--- config.mk ---
export PLATFORM = sky130hd
export DESIGN_NAME = radio_irq_ctrl
export DESIGN_NICKNAME = d
export VERILOG_FILES = /design/src/rtl/radio_irq_pkg.sv /design/src/rtl/tx_trigger_unit.sv /design/src/rtl/event_flag_unit.sv /design/src/rtl/reg_read_mux.sv /design/src/rtl/radio_irq_ctrl.sv
export SDC_FILE = /design/constraint.sdc
export NUM_CORES = 1
export LEC_CHECK = 0
export ABC_AREA = 0
export CORE_MARGIN = 5
export CORE_UTILIZATION = 33
export CTS_BUF_LIST = sky130_fd_sc_hd__clkbuf_16
export DETAILED_ROUTE_END_ITERATION = 10
export GPL_ROUTABILITY_DRIVEN = 0
export PLACE_DENSITY = 0.77
export RECOVER_POWER = 100
export SYNTH_ARGS = -nofsm -noshare
export SYNTH_HDL_FRONTEND = slang
export SYNTH_SLANG_ARGS = --single-unit
--- constraint.sdc ---
create_clock -name clk -period 1.4 [get_ports clk]
set_input_delay 0.28 -clock clk [delete_from_list [all_inputs] [get_ports clk]]
set_output_delay 0.28 -clock clk [all_outputs]
set_load 0.02 [all_outputs]
--- src/rtl/radio_irq_pkg.sv ---
package radio_irq_pkg;
  typedef logic [7:0] byte_t;

  localparam int EV_N = 2;

  localparam logic [7:0] ADR_TXCTL  = 8'h1B;
  localparam logic [7:0] ADR_TXSTS  = 8'h24;
  localparam logic [7:0] ADR_EVFLAG = 8'h31;
  localparam logic [7:0] ADR_EVMASK = 8'h32;

  localparam int BIT_TRIG = 0;
  localparam int BIT_ACK  = 2;
  localparam int BIT_FAIL = 0;

  // Bit position in the flag and mask bytes of event source i (0: tx, 1: rx)
  function automatic int ev_pos(input int i);
    return (i == 0) ? 0 : 3;
  endfunction

  // Sticky flag update: a read clears, but a same-cycle event wins
  function automatic logic flag_next(input logic cur, input logic clr, input logic ev);
    return (cur & ~clr) | ev;
  endfunction

  // Spread the compact per-source bits into their byte positions
  function automatic byte_t spread(input logic [EV_N-1:0] v);
    byte_t b;
    b = '0;
    for (int i = 0; i < EV_N; i++) b[ev_pos(i)] = v[i];
    return b;
  endfunction

  // Interrupt pending when any flag is set with its mask bit at 0
  function automatic logic irq_pending(input logic [EV_N-1:0] fl, input logic [EV_N-1:0] mk);
    return |(fl & ~mk);
  endfunction

  function automatic byte_t ctl_byte(input logic trig, input logic ack);
    byte_t b;
    b = '0;
    b[BIT_TRIG] = trig;
    b[BIT_ACK]  = ack;
    return b;
  endfunction
endpackage

--- src/rtl/tx_trigger_unit.sv ---
module tx_trigger_unit
  import radio_irq_pkg::*;
(
  input  logic  clk,
  input  logic  rst_n,
  input  logic  wr_ctl,
  input  byte_t wdata,
  input  logic  tx_accept,
  input  logic  tx_done,
  input  logic  retry_fail,
  output logic  tx_req,
  output logic  ack_req,
  output byte_t ctl_rd,
  output byte_t sts_rd
);
  logic req_q, ack_q, fail_q;
  logic set_trig;

  assign set_trig = wr_ctl & wdata[BIT_TRIG];

  always_ff @(posedge clk or negedge rst_n) begin
    if (!rst_n) begin
      req_q  <= 1'b0;
      ack_q  <= 1'b0;
      fail_q <= 1'b0;
    end else begin
      if (wr_ctl) ack_q <= wdata[BIT_ACK];
      if (set_trig) req_q <= 1'b1;
      else if (tx_accept) req_q <= 1'b0;
      if (tx_done) fail_q <= retry_fail;
    end
  end

  assign tx_req  = req_q;
  assign ack_req = ack_q;
  assign ctl_rd  = ctl_byte(req_q, ack_q);

  always_comb begin
    sts_rd = '0;
    sts_rd[BIT_FAIL] = fail_q;
  end
endmodule

--- src/rtl/event_flag_unit.sv ---
module event_flag_unit
  import radio_irq_pkg::*;
(
  input  logic            clk,
  input  logic            rst_n,
  input  logic            clr,
  input  logic [EV_N-1:0] ev,
  input  logic            mask_wr,
  input  byte_t           wdata,
  output byte_t           flag_rd,
  output byte_t           mask_rd,
  output logic            irq_n
);
  logic [EV_N-1:0] flag_q, mask_q;

  for (genvar g = 0; g < EV_N; g++) begin : g_src
    localparam int POS = ev_pos(g);
    always_ff @(posedge clk or negedge rst_n) begin
      if (!rst_n) begin
        flag_q[g] <= 1'b0;
        mask_q[g] <= 1'b1;
      end else begin
        flag_q[g] <= flag_next(flag_q[g], clr, ev[g]);
        if (mask_wr) mask_q[g] <= wdata[POS];
      end
    end
  end

  assign flag_rd = spread(flag_q);
  assign mask_rd = spread(mask_q);
  assign irq_n   = ~irq_pending(flag_q, mask_q);
endmodule

--- src/rtl/reg_read_mux.sv ---
module reg_read_mux
  import radio_irq_pkg::*;
#(
  parameter int ADDR_W = 6
) (
  input  logic              rd,
  input  logic [ADDR_W-1:0] addr,
  input  byte_t             ctl_rd,
  input  byte_t             sts_rd,
  input  byte_t             flag_rd,
  input  byte_t             mask_rd,
  output byte_t             rdata
);
  localparam int XW = (ADDR_W > 8) ? ADDR_W : 8;
  logic [XW-1:0] a;

  always_comb begin
    a = XW'(addr);
    rdata = '0;
    if (rd) begin
      if      (a == XW'(ADR_TXCTL))  rdata = ctl_rd;
      else if (a == XW'(ADR_TXSTS))  rdata = sts_rd;
      else if (a == XW'(ADR_EVFLAG)) rdata = flag_rd;
      else if (a == XW'(ADR_EVMASK)) rdata = mask_rd;
    end
  end
endmodule

--- src/rtl/radio_irq_ctrl.sv ---
module radio_irq_ctrl
  import radio_irq_pkg::*;
#(
  parameter int ADDR_W = 6
) (
  input  logic              clk,
  input  logic              rst_n,
  input  logic              reg_wr,
  input  logic              reg_rd,
  input  logic [ADDR_W-1:0] reg_addr,
  input  logic [7:0]        reg_wdata,
  output logic [7:0]        reg_rdata,
  input  logic              mac_tx_accept,
  input  logic              mac_tx_done,
  input  logic              mac_tx_retry_fail,
  input  logic              mac_rx_done,
  output logic              tx_req,
  output logic              tx_ack_req,
  output logic              irq_n
);
  localparam int XW = (ADDR_W > 8) ? ADDR_W : 8;

  logic [XW-1:0] addr_x;
  logic wr_ctl, wr_mask, rd_clr;
  byte_t ctl_rd, sts_rd, flag_byte, mask_byte;
  logic [EV_N-1:0] ev_vec;

  assign addr_x  = XW'(reg_addr);
  assign wr_ctl  = reg_wr & (addr_x == XW'(ADR_TXCTL));
  assign wr_mask = reg_wr & (addr_x == XW'(ADR_EVMASK));
  assign rd_clr  = reg_rd & (addr_x == XW'(ADR_EVFLAG));
  assign ev_vec  = {mac_rx_done, mac_tx_done};

  tx_trigger_unit u_trig (
    .clk(clk), .rst_n(rst_n), .wr_ctl(wr_ctl), .wdata(reg_wdata),
    .tx_accept(mac_tx_accept), .tx_done(mac_tx_done), .retry_fail(mac_tx_retry_fail),
    .tx_req(tx_req), .ack_req(tx_ack_req), .ctl_rd(ctl_rd), .sts_rd(sts_rd)
  );

  event_flag_unit u_flags (
    .clk(clk), .rst_n(rst_n), .clr(rd_clr), .ev(ev_vec),
    .mask_wr(wr_mask), .wdata(reg_wdata),
    .flag_rd(flag_byte), .mask_rd(mask_byte), .irq_n(irq_n)
  );

  reg_read_mux #(.ADDR_W(ADDR_W)) u_rd (
    .rd(reg_rd), .addr(reg_addr), .ctl_rd(ctl_rd), .sts_rd(sts_rd),
    .flag_rd(flag_byte), .mask_rd(mask_byte), .rdata(reg_rdata)
  );
endmodule

==> summary.txt <==
STA
  • Maximum clock frequency: 0.648 GHz
  • Worst hold slack: 0.387 ns
  • RSZ-0062 raised after global routing: true
  • Tmin final: 1.54 ns
  • Slew Limit Fails: 0
  • Final period util: 110%
  • Setup tns final: -0.162 ns
  • Final Hold Fails: 0
  • Endpoints failing setup: 2
  • Worst Skew: 0 ns
  • Worst setup margin: -0.143 ns

Clocking
  • CTS HTree Levels: 1
  • Clk Latency, worst-skew pair: 0.23 ns
  • Clk root buf: clkbuf_16
  • CTS sink count: 7
  • CTS tree: done
  • Hold buffer count at CTS: 0
  • CTS clk-pin slew, worst paths: 0.04 ns
  • CTS Buffer Depth: 2
  • CTS buffer count: 3

Floorplan
  • Placeable Area: 1320 um^2
  • Die width: 47.5 um
  • Die height: 47.5 um
  • IO Pins: 33
  • Die Area: 2250 um^2
  • Initial Util: 35.1%
  • Rows: 13

GRT
  • Vias in the first global route: 503
  • First-pass GRT wire length: 2300 um
  • Gr ovfl total: 0
  • Initial antenna violation count: 0
  • GRT Resource Usage Total: 15.1%
  • Pin count of the biggest net entering global routing: 9

Cells and area
  • # fillers: 114
  • Commonest non-fill, non-tap cells in the layout: 8 x buf_4, 7 x clkdlybuf4s50_1, 6 x inv_1
  • Layout Area Growth over Synthesis: 78.4%
  • Final std cells w/o fill: 98
  • Share of cells above drive strength 1: 39.8%
  • Ant diodes: 0
  • Most common cell after layout, fill and taps aside: buf_4
  • Design area: 826 um^2
  • NumNets Final: 106

Worst setup path
  • Worst path slowest cell: dfstp_2
  • WP data required: 1.12 ns
  • Critical path capture point type: output port
  • Crit-path cells: and3b_1 -> o21ai_2 -> a31oi_2 -> buf_4
  • Worst Path Arrival: 1.26 ns
  • Slowest cell delay on critical path: 0.52 ns
  • Worst setup SP type: flop
  • WS Path Type: flop to output port
  • CP Max Fanout: 2

Placement
  • HPWL after detailed placement: 1060 um
  • Placed cell count: 93
  • Placed cell areas: 761 um^2
  • Number of port buffers: 22
  • Place WS: -0.891 ns

Routing
  • Antenna Violating Nets Remaining: 0
  • Average vias per placed instance: 4.84
  • Residual DRC: 0
  • Wirelength, routed: 1380 um
  • 1st-pass router iterations: 4
  • Vias: 474
  • Drt wl/cell: 14.1 um
  • Iter 0 DRT Violations: 2

Run
  • Max Cap Violations: 0

Pwr
  • Pwr/cell area: 1060 nW/um^2
  • IR drop worst, VDD: 1030 uV
  • P_leak: 0.000399 uW

Status
  • Failing checks: setup timing
  • Outcome: complete, but fails checks

Synth
  • Count of cell types in the netlist: 23
  • Yosys reg bits: 7
  • Cell Area, Synth: 463 um^2
  • Post-Syn Instances: 47
  • Seq/Total Area, Yosys: 38.4%
  • Total number of yosys warnings: 0
  • Mean cell area of the mapped netlist: 9.85 um^2

Worst hold path
  • Worst Hold Class: input pin to asynchronous set/reset pin
metrics by stage:
stage / total power [uW] / util (%)
4_1_cts: 879 / 63.2
2_1_floorplan: 309 / -
3_3_place_gp: 397 / 57.7
3_5_place_dp: 400 / 57.7
5_1_grt: 914 / 62.7
6_report: 876 / 62.7
Yosys cell counts:
| master | count | share of area, % |
|---|---|---|
| conb_1 | 1 | 0.81 |
| and3_4 | 1 | 2.4 |
| a21o_1 | 2 | 3.2 |
| buf_4 | 5 | 8.1 |
| dfstp_2 | 2 | 11 |
| dfrtp_1 | 5 | 27 |
| and3b_1 | 2 | 3.8 |
| nand3_1 | 3 | 3.2 |
| and4bb_1 | 2 | 5.4 |
| nand2_1 | 2 | 1.6 |
| mux2_2 | 1 | 2.4 |
| a31oi_1 | 1 | 1.4 |
| o21ai_0 | 1 | 1.1 |
| mux2_4 | 2 | 6.5 |
| nor2_1 | 3 | 2.4 |
| a41o_1 | 1 | 2.2 |
| a22oi_1 | 2 | 3.2 |
| nor2b_1 | 2 | 2.7 |
| nand4_1 | 1 | 1.4 |
| o22ai_1 | 1 | 1.4 |
| inv_1 | 5 | 4.1 |
| nor4bb_1 | 1 | 2.2 |
| mux2i_1 | 1 | 2.2 |
registers in the layout (all words and copies together), names as in the netlist:
signal           count
u_flags.flag_rd      2
u_flags.mask_rd      2
u_trig.ack_req       1
u_trig.fail_q        1
u_trig.tx_req        1
power breakdown:
part | internal [uW] | switching (uW) | total (uW)
clock | 372 | 110 | 482
sequential | 224 | 11.2 | 236
combinational | 85.3 | 73.4 | 159
kinds of logic after synthesis:
logic type | synth area share, %
buf+inv | 12.2
other cells | 0.810
compound gates | 12.4
simple gates | 25.1
flops | 38.4
mux | 11.1
critical path: cells and delay by family, from the launching register on:
family,cells,cell delay [ns]
buffers and inverters,1,0.16
AO/OA/AOI/OAI,2,0.18
flip-flops,1,0.52
AND/OR/NAND/NOR,1,0.17
repair_timing:
| action | 4_1_cts | 5_1_grt |
|---|---|---|
| buffers inserted | 1 | 0 |
| pin swaps | 11 | 5 |
| setup endpoints to repair | 9 | 4 |
| resized for setup | 45 | 7 |
cell type report:
type / instances / area, um^2 / share of cell area (%)
inverters: 5 / 18.8 / 2.27
flip-flops and latches: 7 / 178 / 21.5
clock buffers: 3 / 75.1 / 9.09
well taps: 15 / 18.8 / 2.27
repair buffers: 33 / 269 / 32.6
multi-input cells: 34 / 263 / 31.8
clock inverters: 1 / 3.75 / 0.455
final timing paths:
check                                          startpoint  cells after the start                        endpoint  slack [ns]
setup / recovery           u_flags.mask_rd[0]$_DFFE_PN1P_                      4                    reg_rdata[0]       -0.14
hold / removal                                      rst_n                      1    u_flags.flag_rd[3]$_DFF_PN0_        0.39
setup reg to reg           u_flags.mask_rd[0]$_DFFE_PN1P_                      3  u_flags.mask_rd[0]$_DFFE_PN1P_        0.46
hold reg to reg                 u_trig.fail_q$_DFFE_PN0P_                      1       u_trig.fail_q$_DFFE_PN0P_        0.55
max in group asynchronous                           rst_n                      1  u_flags.mask_rd[3]$_DFFE_PN1P_        0.72
min in group clk                u_trig.fail_q$_DFFE_PN0P_                      1       u_trig.fail_q$_DFFE_PN0P_        0.55
metal layers:
metal	GRT usage (%)	up-vias	wire, um	share of wire (%)
met5	0	-	0	0
met4	8.84	0	21	1.5
met3	2.26	2	66	4.8
met2	27.5	16	741	54
met1	16.3	223	553	40
li1	-	233	-	-
Note: power is estimated with default switching activity, not from simulation.
